==> config.mk <==
export PLATFORM = sky130hd
export DESIGN_NAME = ring_dma
export DESIGN_NICKNAME = d
export VERILOG_FILES = /design/src/rtl/ring_dma_pkg.sv /design/src/rtl/ring_dma_ptr.sv /design/src/rtl/ring_dma_fsm.sv /design/src/rtl/ring_dma_irq.sv /design/src/rtl/ring_dma.sv
export SDC_FILE = /design/constraint.sdc
export NUM_CORES = 1
export LEC_CHECK = 0
export BUFFER_PORTS_ARGS = -buffer_cell sky130_fd_sc_hd__buf_2
export CAP_MARGIN = 20
export CORE_AREA = 2 2 128 130
export CTS_BUF_LIST = sky130_fd_sc_hd__clkbuf_8
export CTS_CLUSTER_SIZE = 14
export DETAILED_ROUTE_END_ITERATION = 6
export DIE_AREA = 0 0 130 132
export SKIP_LAST_GASP = 1
export SLEW_MARGIN = 20
export SYNTH_ARGS = -nofsm -noshare
export SYNTH_HDL_FRONTEND = slang
export SYNTH_SLANG_ARGS = --single-unit
==> constraint.sdc <==
create_clock -name clk -period 7.3 [get_ports clk]
set_input_delay 0.73 -clock clk [delete_from_list [all_inputs] [get_ports clk]]
set_output_delay 0.73 -clock clk [all_outputs]
set_load 0.01 [all_outputs]
==> src/rtl/ring_dma_pkg.sv <==
package ring_dma_pkg;
  typedef enum logic [1:0] {
    ST_IDLE = 2'd0,
    ST_ADDR = 2'd1,
    ST_DATA = 2'd2,
    ST_RESP = 2'd3
  } dma_state_e;

  localparam logic [1:0] BURST_INCR = 2'b01;
  localparam logic [1:0] RESP_OKAY  = 2'b00;
endpackage

==> src/rtl/ring_dma_ptr.sv <==
module ring_dma_ptr #(
  parameter int ADDR_W = 32,
  parameter int STEP   = 8
) (
  input  logic              clk,
  input  logic              rst_n,
  input  logic              enable,
  input  logic [ADDR_W-1:0] start_addr,
  input  logic [ADDR_W-1:0] end_addr,
  input  logic [ADDR_W-1:0] rd_ptr,
  input  logic              commit,
  output logic [ADDR_W-1:0] wr_ptr,
  output logic              full,
  output logic              run_ok
);
  localparam logic [ADDR_W:0] STEP_EXT = (ADDR_W+1)'(STEP);

  logic              en_q;
  logic              reload;
  logic [ADDR_W:0]   sum_ext;
  logic [ADDR_W-1:0] adv_ptr;
  logic [ADDR_W-1:0] ptr_d;
  logic              ptr_en;

  always_comb begin
    sum_ext = {1'b0, wr_ptr} + STEP_EXT;
    if (sum_ext >= {1'b0, end_addr}) adv_ptr = start_addr;
    else                             adv_ptr = sum_ext[ADDR_W-1:0];
  end

  always_comb begin
    reload = enable && !en_q;
    ptr_en = reload || commit;
    ptr_d  = reload ? start_addr : adv_ptr;
  end

  assign full   = (adv_ptr == rd_ptr);
  assign run_ok = enable && en_q;

  always_ff @(posedge clk or negedge rst_n) begin
    if (!rst_n) begin
      en_q   <= 1'b0;
      wr_ptr <= '0;
    end else begin
      en_q <= enable;
      if (ptr_en) wr_ptr <= ptr_d;
    end
  end
endmodule

==> src/rtl/ring_dma_fsm.sv <==
module ring_dma_fsm
  import ring_dma_pkg::*;
#(
  parameter int DATA_W      = 64,
  parameter int ADDR_W      = 32,
  parameter int BURST_BEATS = 1
) (
  input  logic                clk,
  input  logic                rst_n,
  input  logic                go,
  input  logic [ADDR_W-1:0]   wr_ptr,
  input  logic                s_valid,
  output logic                s_ready,
  input  logic [DATA_W-1:0]   s_data,
  output logic                m_awvalid,
  input  logic                m_awready,
  output logic [ADDR_W-1:0]   m_awaddr,
  output logic [7:0]          m_awlen,
  output logic [2:0]          m_awsize,
  output logic [1:0]          m_awburst,
  output logic                m_wvalid,
  input  logic                m_wready,
  output logic [DATA_W-1:0]   m_wdata,
  output logic [DATA_W/8-1:0] m_wstrb,
  output logic                m_wlast,
  input  logic                m_bvalid,
  output logic                m_bready,
  input  logic [1:0]          m_bresp,
  output logic                commit,
  output logic                commit_err
);
  localparam int BYTES = DATA_W / 8;
  localparam int SIZE  = $clog2(BYTES);
  localparam int CNT_W = (BURST_BEATS > 1) ? $clog2(BURST_BEATS) : 1;
  localparam logic [CNT_W-1:0] LAST_BEAT = CNT_W'(BURST_BEATS - 1);

  dma_state_e       state_q, state_d;
  logic [CNT_W-1:0] beat_q, beat_d;
  logic             beat_en;
  logic             w_fire;

  assign w_fire = (state_q == ST_DATA) && s_valid && m_wready;

  always_comb begin
    state_d = state_q;
    case (state_q)
      ST_IDLE: if (go && s_valid)              state_d = ST_ADDR;
      ST_ADDR: if (m_awready)                  state_d = ST_DATA;
      ST_DATA: if (w_fire && beat_q == LAST_BEAT) state_d = ST_RESP;
      ST_RESP: if (m_bvalid)                   state_d = ST_IDLE;
      default:                                 state_d = ST_IDLE;
    endcase
  end

  always_comb begin
    beat_en = 1'b0;
    beat_d  = beat_q;
    if (state_q == ST_ADDR) begin
      beat_en = 1'b1;
      beat_d  = '0;
    end else if (w_fire) begin
      beat_en = 1'b1;
      beat_d  = beat_q + 1'b1;
    end
  end

  always_ff @(posedge clk or negedge rst_n) begin
    if (!rst_n) begin
      state_q <= ST_IDLE;
      beat_q  <= '0;
    end else begin
      state_q <= state_d;
      if (beat_en) beat_q <= beat_d;
    end
  end

  always_comb begin
    m_awvalid  = (state_q == ST_ADDR);
    m_awaddr   = wr_ptr;
    m_awlen    = 8'(BURST_BEATS - 1);
    m_awsize   = 3'(SIZE);
    m_awburst  = BURST_INCR;
    m_wvalid   = (state_q == ST_DATA) && s_valid;
    m_wdata    = s_data;
    m_wstrb    = '1;
    m_wlast    = (state_q == ST_DATA) && (beat_q == LAST_BEAT);
    s_ready    = (state_q == ST_DATA) && m_wready;
    m_bready   = (state_q == ST_RESP);
    commit     = (state_q == ST_RESP) && m_bvalid;
    commit_err = commit && (m_bresp != RESP_OKAY);
  end
endmodule

==> src/rtl/ring_dma_irq.sv <==
module ring_dma_irq (
  input  logic clk,
  input  logic rst_n,
  input  logic commit,
  input  logic commit_err,
  input  logic done_clr,
  input  logic err_clr,
  input  logic irq_enable,
  output logic done_status,
  output logic err_status,
  output logic irq
);
  logic done_d, err_d;

  always_comb begin
    done_d = done_status;
    if (commit)        done_d = 1'b1;
    else if (done_clr) done_d = 1'b0;
    err_d = err_status;
    if (commit_err)    err_d = 1'b1;
    else if (err_clr)  err_d = 1'b0;
  end

  always_ff @(posedge clk or negedge rst_n) begin
    if (!rst_n) begin
      done_status <= 1'b0;
      err_status  <= 1'b0;
    end else begin
      done_status <= done_d;
      err_status  <= err_d;
    end
  end

  assign irq = done_status && irq_enable;
endmodule

==> src/rtl/ring_dma.sv <==
module ring_dma #(
  parameter int DATA_W      = 64,
  parameter int ADDR_W      = 32,
  parameter int BURST_BEATS = 1
) (
  input  logic                clk,
  input  logic                rst_n,
  input  logic                cfg_enable,
  input  logic [ADDR_W-1:0]   cfg_start,
  input  logic [ADDR_W-1:0]   cfg_end,
  input  logic [ADDR_W-1:0]   cfg_rd_ptr,
  input  logic                irq_enable,
  input  logic                done_clr,
  input  logic                err_clr,
  output logic [ADDR_W-1:0]   wr_ptr,
  output logic                done_status,
  output logic                err_status,
  output logic                irq,
  input  logic                s_valid,
  output logic                s_ready,
  input  logic [DATA_W-1:0]   s_data,
  output logic                m_awvalid,
  input  logic                m_awready,
  output logic [ADDR_W-1:0]   m_awaddr,
  output logic [7:0]          m_awlen,
  output logic [2:0]          m_awsize,
  output logic [1:0]          m_awburst,
  output logic                m_wvalid,
  input  logic                m_wready,
  output logic [DATA_W-1:0]   m_wdata,
  output logic [DATA_W/8-1:0] m_wstrb,
  output logic                m_wlast,
  input  logic                m_bvalid,
  output logic                m_bready,
  input  logic [1:0]          m_bresp
);
  localparam int STEP = BURST_BEATS * (DATA_W / 8);

  logic full, run_ok, commit, commit_err;

  ring_dma_ptr #(.ADDR_W(ADDR_W), .STEP(STEP)) u_ptr (
    .clk(clk), .rst_n(rst_n), .enable(cfg_enable),
    .start_addr(cfg_start), .end_addr(cfg_end), .rd_ptr(cfg_rd_ptr),
    .commit(commit), .wr_ptr(wr_ptr), .full(full), .run_ok(run_ok)
  );

  ring_dma_fsm #(.DATA_W(DATA_W), .ADDR_W(ADDR_W), .BURST_BEATS(BURST_BEATS)) u_fsm (
    .clk(clk), .rst_n(rst_n), .go(run_ok && !full), .wr_ptr(wr_ptr),
    .s_valid(s_valid), .s_ready(s_ready), .s_data(s_data),
    .m_awvalid(m_awvalid), .m_awready(m_awready), .m_awaddr(m_awaddr),
    .m_awlen(m_awlen), .m_awsize(m_awsize), .m_awburst(m_awburst),
    .m_wvalid(m_wvalid), .m_wready(m_wready), .m_wdata(m_wdata),
    .m_wstrb(m_wstrb), .m_wlast(m_wlast),
    .m_bvalid(m_bvalid), .m_bready(m_bready), .m_bresp(m_bresp),
    .commit(commit), .commit_err(commit_err)
  );

  ring_dma_irq u_irq (
    .clk(clk), .rst_n(rst_n), .commit(commit), .commit_err(commit_err),
    .done_clr(done_clr), .err_clr(err_clr), .irq_enable(irq_enable),
    .done_status(done_status), .err_status(err_status), .irq(irq)
  );
endmodule

==> results of run 1 <==
[per-layer routing]
metal  share of wire (%)  track usage [%]  up-vias
met1                  42             28.7     2333
li1                    -                -     2382
met3                 7.7             4.22       62
met4                 4.7             10.9        0
met2                  45             34.6      238
met5                   0                0        -
[path summary, 6_finish.rpt]
path | from | end | slack [ps]
worst max register to register | u_ptr.wr_ptr[3] | u_ptr.wr_ptr[26] | 1300
worst max-delay path | u_ptr.wr_ptr[3] | u_ptr.wr_ptr[26] | 1300
min in group clk | cfg_enable | u_ptr.en_q | 540
worst min-delay path | rst_n | u_irq.done_status | 540
max in group asynchronous | rst_n | u_ptr.wr_ptr[11] | 6170
worst min register to register | u_irq.err_status | u_irq.err_status | 550
[sequential cells by signal (all words and copies together), names as in the netlist]
signal	flops
u_fsm.beat_q	1
u_fsm.state_q	2
u_irq.done_status	1
u_irq.err_status	1
u_ptr.en_q	1
u_ptr.wr_ptr	32
[cell type report]
| cell class | instances | area, um^2 | share of cell area [%] |
|---|---|---|---|
| Clock inverter | 2 | 8.76 | 0.157 |
| Tap cell | 216 | 270 | 4.86 |
| Clock buffer | 6 | 82.6 | 1.48 |
| Inverter | 78 | 293 | 5.26 |
| Timing Repair Buffer | 183 | 926 | 16.6 |
| Sequential cell | 38 | 951 | 17.1 |
| Multi-Input combinational cell | 442 | 3030 | 54.5 |
[logic make-up after synthesis]
| logic type | share of synthesized area (%) |
|---|---|
| muxes | 1.73 |
| buffers and inverters | 24.7 |
| adders and majority gates | 8.92 |
| DFF | 18.3 |
| and+or+nand+nor | 15.9 |
| other | 0.145 |
| xor gates and xnor gates | 8.70 |
| AOI/OAI and AO/OA | 21.6 |
[stage by stage]
stage | utilization [%] | instance area [um^2] | total power, mW | std cells
after global routing | 35.4 | 5560 | 1.93 | 965
after CTS | 35.4 | 5560 | 1.78 | 965
after detailed placement | 34.8 | 5470 | 1.61 | 957
final | 35.4 | 5560 | 1.78 | 965
after floorplan | - | 5260 | 1.31 | 698
after global placement | 34.8 | 5470 | 1.62 | 957
[where the power goes]
group	switching [mW]	internal, mW
clock network	0.0919	0.0751
logic	0.689	0.481
registers	0.158	0.288
[cells in the final DEF (no fill, tap or decap), types with 11 or more instances in the layout]
cell type	Yosys	final
sky130_fd_sc_hd__nor3_1	11	11
sky130_fd_sc_hd__conb_1	2	21
sky130_fd_sc_hd__xor2_1	19	19
sky130_fd_sc_hd__ha_1	37	37
sky130_fd_sc_hd__nand2_1	27	27
sky130_fd_sc_hd__buf_2	3	179
sky130_fd_sc_hd__o21ai_0	24	24
sky130_fd_sc_hd__o22ai_1	26	26
sky130_fd_sc_hd__a21oi_1	45	44
sky130_fd_sc_hd__xnor2_1	30	30
sky130_fd_sc_hd__nor2_1	47	47
sky130_fd_sc_hd__dfrtp_1	38	38
sky130_fd_sc_hd__nand4_1	13	13
sky130_fd_sc_hd__nand3_1	17	17
sky130_fd_sc_hd__inv_1	78	79
==> results.txt, run 1 <==
----------------------------------------------------
[Outcome]
  Status ... finished clean

[Die]
  Height of the chip ... 132 um
  Rows ... 46
  Full die area ... 17200 um^2
  Placeable core area ... 15700 um^2
  Initial Util ... 33.0%
  Number of placed I/O pins ... 329
  Die span in x ... 130 um

[Run]
  Number of max-cap violations ... 0

[Yosys]
  Most numerous cell types in the synthesized netlist ... sky130_fd_sc_hd__buf_4, sky130_fd_sc_hd__inv_1, sky130_fd_sc_hd__nor2_1
  Count of different cell masters after synthesis ... 66
  Summed instance area of the synthesized netlist ... 5190 um^2
  Yosys warning count ... 0
  Area leader, netlist ... sky130_fd_sc_hd__dfrtp_1
  Share of synthesized registers carrying an async set or reset ... 100%
  Commonest register cell after synthesis ... sky130_fd_sc_hd__dfrtp_1
  Synth top area share ... 18.3%
  Synthesized instance count ... 679
  Cells taking the most area after synthesis ... sky130_fd_sc_hd__dfrtp_1, sky130_fd_sc_hd__buf_4, sky130_fd_sc_hd__ha_1, sky130_fd_sc_hd__inv_1, sky130_fd_sc_hd__xnor2_1
  Number of synthesized register bits ... 38
  Fraction of the yosys area taken by sequential cells ... 18.3%
  Most repeated cell in the gate-level netlist after synthesis ... sky130_fd_sc_hd__buf_4
  Post-synth EDFFs ... 0
  Synthesized area divided by synthesized cell count ... 7.65 um^2

[Clock tree]
  Max Root-Sink Buffers ... 2
  Worst-path clk slew ... 80 ps
  Post CTS Setup Buffer Count ... 0
  CTS-repair resized insts ... 0
  Number of hold-repair buffers added at the cts stage ... 0
  TritonCTS buffer count ... 5
  Number of H-tree branching levels ... 2
  Clock latency on the worst-skew pair ... 330 ps
  TritonCTS clock tree ... yes
  Sinks on the clock net ... 38
  Clock tree root driver cell ... sky130_fd_sc_hd__clkbuf_8

[Critical path]
  CP top delay family ... simple AND/OR/NAND/NOR gates
  Critical path startpoint category ... flop
  Type of element capturing the critical path ... flop
  Crit-path slowest cell ... sky130_fd_sc_hd__nor4_1
  Crit path buf inv count ... 0
  Critical path fanouts, max ... 18
  Worst EP arrival ... 6170 ps
  Cell breakdown of the critical path ... nand3_2, nor4_1, nand2_1, xnor2_1, ha_1, a21oi_1, o21ai_0, a2111o_1, a221o_1, a21oi_2, nand2_1, or3_1, o21ai_0, a21oi_1
  Critical Path Stages ... 14
  Number of cells traversed by the worst register-to-register path ... 14
  Critical Path Max Stage Delay ... 810 ps
  Required time of the critical path ... 7470 ps
  Kind of critical path ... flop to flop

[STA]
  Fmax achieved ... 167 MHz
  Number of hold violations in the final report ... 0
  Sum Neg Setup Slack ... 0 ps
  Final critical-path required period ... 6000 ps
  Tightest slew margin relative to the limit ... 28.2%
  Final number of max-transition violations ... 0
  Final setup violating endpoints ... 0
  Unrepaired setup endpoints after global routing ... false
  Worst-case clock skew ... 8.46 ps
  WHS ... 542 ps
  Worst setup slack after layout ... 1300 ps
  Worst Max-Slew Pin Slew ... 1080 ps
  Part of the cycle the worst path needs ... 82.2%

[Power]
  P_leak ... 2.74 nW
  Peak ir drop on the vdd network ... 0.186 mV
  Cell area power density ... 320 nW/um^2

[Global routing]
  Via count of the first global-routing pass ... 4807
  Initial antenna violation count ... 0
  Global route overflow ... 0
  Global-route wire length before repair ... 28300 um
  Pin count of the biggest net entering global routing ... 39
  Total Routing Usage GR ... 22.0%

[Route]
  Iteration count of the initial detailed-routing pass ... 7
  WL per Instance ... 20.0 um
  Final antenna-violating net count ... 0
  Total Routed Length ... 19300 um
  Routed via count ... 5015
  DRC violation count after routing ... 0
  Via count normalized by instance count ... 5.20
  Number of DRC markers after the initial detailed-route iteration ... 380

[Layout]
  Number of nets in the layout ... 957
  Final-layout fill cell count ... 1688
  Area Growth Syn to Fin ... 7.13%
  Share of post-route cells with drive strength above 1 ... 27.5%
  Count of inserted antenna diode cells ... 0

[Placement]
  Post-placement worst setup slack ... 1360 ps
  Input/output buffers ... 179
  Routability congestion estimate ... 0.974
  Post-detailed-placement half-perimeter wirelength ... 15800 um

[Worst hold path]
  Worst hold-check path type ... input port to async pin

----------------------------------------------------
No activity file was read; power rests on OpenSTA's default activity.
==> run 2: changes to the inputs <==
Settings changed: ABC_AREA from default to 1, PLACE_DENSITY from default to 0.69.
Clock period 7.3 ns to 5.8 ns, I/O delays scaled along.
==> results.txt, run 2 <==
----------------------------------------------------
[Global routing]
  Pin count of the biggest net entering global routing ... 39 (unchanged)
  Met3 GRT Util ... 3.41% (-0.81 points)
  Global routing met1 resource utilization ... 27.9% (-0.79 points)
  Total Routing Usage GR ... 21.2% (-0.86 points)
  Initial antenna violation count ... 0 (unchanged)
  Global-route wire length before repair ... 28700 um (+1.4%)
  Via count of the first global-routing pass ... 5618 (+17%)
  Global route overflow ... 0 (unchanged)
  Met2 demand-to-capacity share in global routing ... 34.1% (-0.49 points)
  Layer with the highest usage ... met2

[Placement]
  Post-placement worst setup slack ... 641 ps (-715 ps)
  Input/output buffers ... 179 (unchanged)
  Post-detailed-placement half-perimeter wirelength ... 14700 um (-6.9%)
  Routability congestion estimate ... 0.978 (+0.47%)
  Instance area at placement ... 6020 um^2 (+10%)

[Clock tree]
  Post CTS Setup Buffer Count ... 0 (unchanged)
  Sinks on the clock net ... 38 (unchanged)
  TritonCTS buffer count ... 5 (unchanged)
  Max Root-Sink Buffers ... 2 (unchanged)
  Clock latency on the worst-skew pair ... 310 ps (-20 ps)
  TritonCTS clock tree ... yes
  Number of H-tree branching levels ... 2 (unchanged)
  Worst-path clk slew ... 80 ps (about the same)
  Clock tree root driver cell ... sky130_fd_sc_hd__clkbuf_8

[Yosys]
  Cells taking the most area after synthesis ... sky130_fd_sc_hd__nand2_1, sky130_fd_sc_hd__dfrtp_1, sky130_fd_sc_hd__buf_4, sky130_fd_sc_hd__inv_1, sky130_fd_sc_hd__ha_1
  Most numerous cell types in the synthesized netlist ... sky130_fd_sc_hd__nand2_1, sky130_fd_sc_hd__inv_1, sky130_fd_sc_hd__buf_4
  Synthesized instance count ... 933 (+37%)
  Post-synth EDFFs ... 0 (unchanged)
  Commonest register cell after synthesis ... sky130_fd_sc_hd__dfrtp_1
  Synth top area share ... 18.7% (+0.41 points)
  Area leader, netlist ... sky130_fd_sc_hd__nand2_1
  Count of different cell masters after synthesis ... 37 (-44%)
  Share of synthesized registers carrying an async set or reset ... 100% (unchanged)
  Yosys warning count ... 0 (unchanged)
  Synthesized area divided by synthesized cell count ... 6.21 um^2 (-19%)
  Number of synthesized register bits ... 38 (unchanged)
  Fraction of the yosys area taken by sequential cells ... 16.4% (-1.9 points)
  Most repeated cell in the gate-level netlist after synthesis ... sky130_fd_sc_hd__nand2_1
  Summed instance area of the synthesized netlist ... 5790 um^2 (+12%)

[STA]
  Final critical-path required period ... 4930 ps (-1080 ps)
  Final number of max-transition violations ... 0 (unchanged)
  Worst-case clock skew ... 7.72 ps (-0.737 ps)
  Worst setup slack after layout ... 872 ps (-424 ps)
  Unrepaired setup endpoints after global routing ... false
  Worst Max-Slew Pin Slew ... 951 ps (-126 ps)
  Number of hold violations in the final report ... 0 (unchanged)
  Part of the cycle the worst path needs ... 85.0% (+2.7 points)
  Final setup violating endpoints ... 0 (unchanged)
  Sum Neg Setup Slack ... 0 ps (unchanged)
  Tightest slew margin relative to the limit ... 36.6% (+8.4 points)
  Fmax achieved ... 203 MHz (+22%)

[Run]
  Number of max-cap violations ... 0 (unchanged)

[Layout]
  Area Growth Syn to Fin ... 5.33%
  Number of flip-flops under the largest register name ... 32 (unchanged)
  Area of all placed cells without fillers ... 6100 um^2 (+9.7%)
  Most used cells in the layout excluding fill and tap cells ... sky130_fd_sc_hd__nand2_1, sky130_fd_sc_hd__buf_2, sky130_fd_sc_hd__inv_1
  Count of inserted antenna diode cells ... 0 (unchanged)
  Biggest register ... u_ptr.wr_ptr
  Final-layout fill cell count ... 1744 (+3.3%)
  Number of nets in the layout ... 1210 (+26%)
  Most common cell after layout, fill and taps aside ... sky130_fd_sc_hd__nand2_1
  Largest registers ranked by flip-flop count ... u_ptr.wr_ptr x32, u_fsm.state_q x2
  Share of post-route cells with drive strength above 1 ... 22.1% (-5.4 points)

[Critical path]
  Kind of critical path ... flop to flop
  Critical path fanouts, max ... 38 (+20)
  Crit path buf inv count ... 4 (+4)
  Crit-path slowest cell ... sky130_fd_sc_hd__dfrtp_1
  Type of element capturing the critical path ... flop
  CP top delay family ... simple AND/OR/NAND/NOR gates
  Required time of the critical path ... 6040 ps (-1430 ps)
  Worst EP arrival ... 5170 ps (-1000 ps)
  Cell repeated most along the worst path ... sky130_fd_sc_hd__nand2_1
  Critical path startpoint category ... flop
  Critical Path Max Stage Delay ... 500 ps (-310 ps)

[Route]
  WL per Instance ... 14.9 um (-26%)
  Final antenna-violating net count ... 0 (unchanged)
  Iteration count of the initial detailed-routing pass ... 6 (-1)
  Routed via count ... 5890 (+17%)
  DRC violation count after routing ... 0 (unchanged)
  Via count normalized by instance count ... 4.84 (-6.9%)
  Number of DRC markers after the initial detailed-route iteration ... 475 (+25%)
  Total Routed Length ... 18100 um (-6.1%)

[Power]
  Peak ir drop on the vdd network ... 0.165 mV (-12%)
  Cell area power density ... 379 nW/um^2 (+18%)
  Final total power ... 2.32 mW (+30%)
  P_leak ... 3.74 nW (+37%)

[Die]
  Full die area ... 17200 um^2 (unchanged)
  Rows ... 46 (unchanged)
  Height of the chip ... 132 um (unchanged)
  Number of placed I/O pins ... 329 (unchanged)
  Initial Util ... 36.9% (+3.8 points)
  Placeable core area ... 15700 um^2 (unchanged)
  Die span in x ... 130 um (unchanged)

[Worst hold path]
  Worst hold-check path type ... input port to async pin

[Outcome]
  Status ... finished clean

----------------------------------------------------
## run 2: cell count changes after synthesis, sizes merged, moves of 13 or more
cell    before  now
nand2       27  294
o21ai       25   10
xnor2       30    3
inv         78  159
nand4       14   41
o22ai       26    1
a21oi       46   16
o221ai       0   30
nor3        13    0
nor2        47   72
nand3       18   50
## run 2: cell families after synthesis
family,count (synthesis),synth area share [%]
adder cells (fa/ha/maj),37,7.99
XOR/XNOR,11,1.66
flip-flops,38,16.4
AND/OR/NAND/NOR,474,36.7
AO/OA/AOI/OAI,70,8.62
buffers and inverters,301,28.5
other,2,0.130
## run 2: worst paths after layout
check                      slack, ps  cells past startpoint                to              from
min in group clk                 410                      1        u_ptr.en_q        cfg_enable
hold / removal                   410                      1  u_irq.err_status             rst_n
max in group asynchronous       4790                      1  u_ptr.wr_ptr[23]             rst_n
setup reg to reg                 870                     28  u_fsm.state_q[1]   u_ptr.wr_ptr[4]
hold reg to reg                  530                      2  u_irq.err_status  u_irq.err_status
setup / recovery                 870                     28  u_fsm.state_q[1]   u_ptr.wr_ptr[4]
## run 2: power by group
group          switching (mW)  leakage [nW]  total, mW  internal (mW)
logic                   0.969          3.22       1.57          0.603
clock network           0.106        0.0466      0.186         0.0797
registers               0.194         0.472      0.558          0.364
## run 2: cell type report
cell class / instances / area, um^2 / area share (%)
clock buffers: 5 / 68.8 / 1.13
multi-input cells: 613 / 3280 / 53.7
well taps: 216 / 270 / 4.43
clock inverters: 2 / 7.51 / 0.123
repair buffers: 184 / 933 / 15.3
inverters: 159 / 597 / 9.78
flip-flops and latches: 38 / 951 / 15.6
## run 2: what timing repair did
item                                    in CTS  in global routing
endpoints found under the setup margin       0                  1
resized for setup                            0                  1
hold buffers                                 0                  0
## run 2: routing by layer
metal  routed length (um)  part of all wire, %  up-vias
met3                 1250                  6.9       67
met2                 8190                   45      247
met1                 7940                   44     2627
met4                  733                  4.0        0
li1                     -                    -     2949
met5                    0                    0        -
## run 2: through the flow
step	hold WS (ps)	cells	util, %
CTS	399	1217	38.8
global route	410	1217	38.8
global placement	517	1210	38.3
floorplan	284	952	-
detailed placement	519	1210	38.3
finish	409	1217	38.8
==> run 3: changes to the inputs <==
Settings changed: ABC_AREA 1 to 0, CORE_AREA 2 2 128 130 to 2 2 126 128, DIE_AREA 0 0 130 132 to 0 0 128 130.
Clock period 5.8 ns to 4.05 ns, I/O delays scaled along.
==> results.txt, run 3 (synthesis results as in run 1) <==
----------------------------------------------------
[STA]
  Final number of max-transition violations ... 0 (unchanged)
  Worst setup slack after layout ... -438 ps (-1310 ps)
  Final setup violating endpoints ... 34 (+34)
  Number of hold violations in the final report ... 0 (unchanged)
  Unrepaired setup endpoints after global routing ... true
  Tightest slew margin relative to the limit ... 35.9% (-0.70 points)
  Worst Max-Slew Pin Slew ... 961 ps (+10.4 ps)
  Fmax achieved ... 223 MHz (+9.8%)
  Part of the cycle the worst path needs ... 111% (+26 points)
  Worst-case clock skew ... 7.07 ps (-0.647 ps)
  Final critical-path required period ... 4490 ps (-440 ps)
  WHS ... 232 ps (-178 ps)

[Clock tree]
  TritonCTS buffer count ... 5 (unchanged)
  TritonCTS clock tree ... yes
  Number of H-tree branching levels ... 2 (unchanged)
  Sinks on the clock net ... 38 (unchanged)
  Clock latency on the worst-skew pair ... 320 ps (about the same)
  Max Root-Sink Buffers ... 2 (unchanged)
  Worst-path clk slew ... 90 ps (about the same)
  Number of hold-repair buffers added at the cts stage ... 0 (unchanged)
  Clock tree root driver cell ... sky130_fd_sc_hd__clkbuf_8

[Route]
  Via count normalized by instance count ... 5.42 (+12%)
  DRC violation count after routing ... 0 (unchanged)
  Final antenna-violating net count ... 0 (unchanged)
  Iteration count of the initial detailed-routing pass ... 6 (unchanged)
  Number of DRC markers after the initial detailed-route iteration ... 437 (-8.0%)
  WL per Instance ... 19.7 um (+32%)
  Routed via count ... 5828 (-1.1%)
  Total Routed Length ... 21200 um (+17%)

[Run]
  Number of max-cap violations ... 0 (unchanged)

[Critical path]
  Kind of critical path ... flop to flop
  Worst EP arrival ... 4700 ps (-470 ps)
  Internal reg-to-reg setup slack ... -440 ps (-1310 ps)
  Launching point of the worst reg2reg path ... u_ptr.wr_ptr[3]
  Type of element capturing the critical path ... flop
  Worst setup path startpoint ... u_ptr.wr_ptr[3]
  Critical path startpoint category ... flop
  Critical path fanouts, max ... 5 (-87%)
  Required time of the critical path ... 4260 ps (-1780 ps)

[Die]
  Height of the chip ... 130 um (-1.5%)
  Number of placed I/O pins ... 329 (unchanged)
  Die span in x ... 128 um (-1.5%)
  Rows ... 46 (unchanged)
  Placeable core area ... 15400 um^2 (-1.8%)
  Full die area ... 16600 um^2 (-3.0%)
  Initial Util ... 33.7% (-3.2 points)

[Power]
  Peak ir drop on the vdd network ... 0.336 mV (+100%)
  Cell area power density ... 612 nW/um^2 (+61%)
  P_leak ... 3.55 nW (-4.9%)

[Global routing]
  Via count of the first global-routing pass ... 5741 (+2.2%)
  Total Routing Usage GR ... 24.8% (+3.6 points)
  Pin count of the biggest net entering global routing ... 39 (unchanged)
  Global route overflow ... 0 (unchanged)
  Global-route wire length before repair ... 31300 um (+9.4%)
  Initial antenna violation count ... 1 (+1)

[Layout]
  Number of nets in the layout ... 1092 (-9.8%)
  Most used cells in the layout excluding fill and tap cells ... sky130_fd_sc_hd__buf_2, sky130_fd_sc_hd__buf_4, sky130_fd_sc_hd__inv_1
  Count of inserted antenna diode cells ... 0 (unchanged)
  Biggest register ... u_ptr.wr_ptr
  Most common cell after layout, fill and taps aside ... sky130_fd_sc_hd__buf_2
  Area Growth Syn to Fin ... 37.8%
  Largest registers ranked by flip-flop count ... u_ptr.wr_ptr x32, u_fsm.state_q x2
  Area of all placed cells without fillers ... 7160 um^2 (+17%)
  Share of post-route cells with drive strength above 1 ... 45.9% (+24 points)
  Final-layout fill cell count ... 1561 (-10%)
  Number of flip-flops under the largest register name ... 32 (unchanged)

[Placement]
  Instance area at placement ... 6310 um^2 (+4.9%)
  Routability congestion estimate ... 0.976 (-0.24%)
  Input/output buffers ... 179 (unchanged)
  Post-detailed-placement half-perimeter wirelength ... 16800 um (+15%)

[Outcome]
  Failing checks ... negative setup slack
  Status ... finished with violations

[Worst hold path]
  Worst hold-check path type ... input port to async pin

----------------------------------------------------
## run 3: cell types whose count changed in the layout (fill, tap and decap cells not counted), sizes merged, moves of 15 or more
cell,change
a21oi,+31
buf,+133
inv,-83
nand2,-267
nand3,-32
nand4,-27
nor2,-25
o21ai,+15
o221ai,-30
o22ai,+25
xnor2,+27
## run 3: worst paths after layout
kind	endpoint	depth (start not counted)
worst min register to register	u_irq.err_status	2
worst min-delay path	u_fsm.state_q[0]	1
max in group asynchronous	u_irq.err_status	1
worst max register to register	u_fsm.state_q[1]	17
worst max-delay path	u_fsm.state_q[1]	17
min in group clk	u_ptr.en_q	1
## run 3: per-layer routing
metal	track usage, %	share of wire, %	vias to the layer above
met5	0	0.038	-
met4	12.0	5.1	2
met3	4.67	8.6	94
met2	42.1	46	342
met1	30.5	40	2742
li1	-	-	2648
## run 3: report_power, final
part           switching [mW]  total (mW)  internal, mW  leakage (nW)
Combinational            1.72        3.29          1.57          3.04
Clock                   0.174       0.437         0.263        0.0714
Sequential              0.135       0.655         0.520         0.438
Total                    2.03        4.38          2.36          3.55
## run 3: cell type report
cell class / instances / area, um^2 / share of cell area (%)
Multi-Input combinational cell: 443 / 3450 / 48.2
Timing Repair Buffer: 317 / 2080 / 29.1
Sequential cell: 38 / 951 / 13.3
Inverter: 78 / 293 / 4.09
Tap cell: 192 / 240 / 3.36
Clock buffer: 6 / 82.6 / 1.15
Clock inverter: 2 / 60.1 / 0.839
## run 3: critical path, stage by stage (launching register included)
cell and delay (ps):
sky130_fd_sc_hd__dfrtp_1 440, sky130_fd_sc_hd__nand3_4 80, sky130_fd_sc_hd__or4_4 580, sky130_fd_sc_hd__buf_4 180, sky130_fd_sc_hd__or3_1 330, sky130_fd_sc_hd__nand2_1 90
sky130_fd_sc_hd__ha_1 250, sky130_fd_sc_hd__nand4_1 200, sky130_fd_sc_hd__nor4_2 70, sky130_fd_sc_hd__a41o_1 250, sky130_fd_sc_hd__a211o_4 360, sky130_fd_sc_hd__a21o_4 220
sky130_fd_sc_hd__buf_12 130, sky130_fd_sc_hd__a21o_1 180, sky130_fd_sc_hd__mux2_2 260, sky130_fd_sc_hd__a22oi_1 170, sky130_fd_sc_hd__o31a_1 250, sky130_fd_sc_hd__mux2_4 310
## run 3: timing repair
item,4_1_cts,5_1_grt
pin swaps,16,16
setup endpoints to repair,33,34
cloned,3,0
buffers inserted,15,9
resized for setup,73,24
## run 3: metrics by stage
stage                     setup WS (ps)  total power [mW]  instances  utilization (%)  setup TNS (ps)
final                              -438              4.38       1076             46.4           -9100
after CTS                          -407              4.23       1067             45.1           -7820
after floorplan                    -547              2.43        698                -           -2790
after global routing               -554              4.68       1076             46.4          -12560
after detailed placement           -611              3.49       1041             40.9           -6180
after global placement             -503              3.47       1041             40.9           -3020
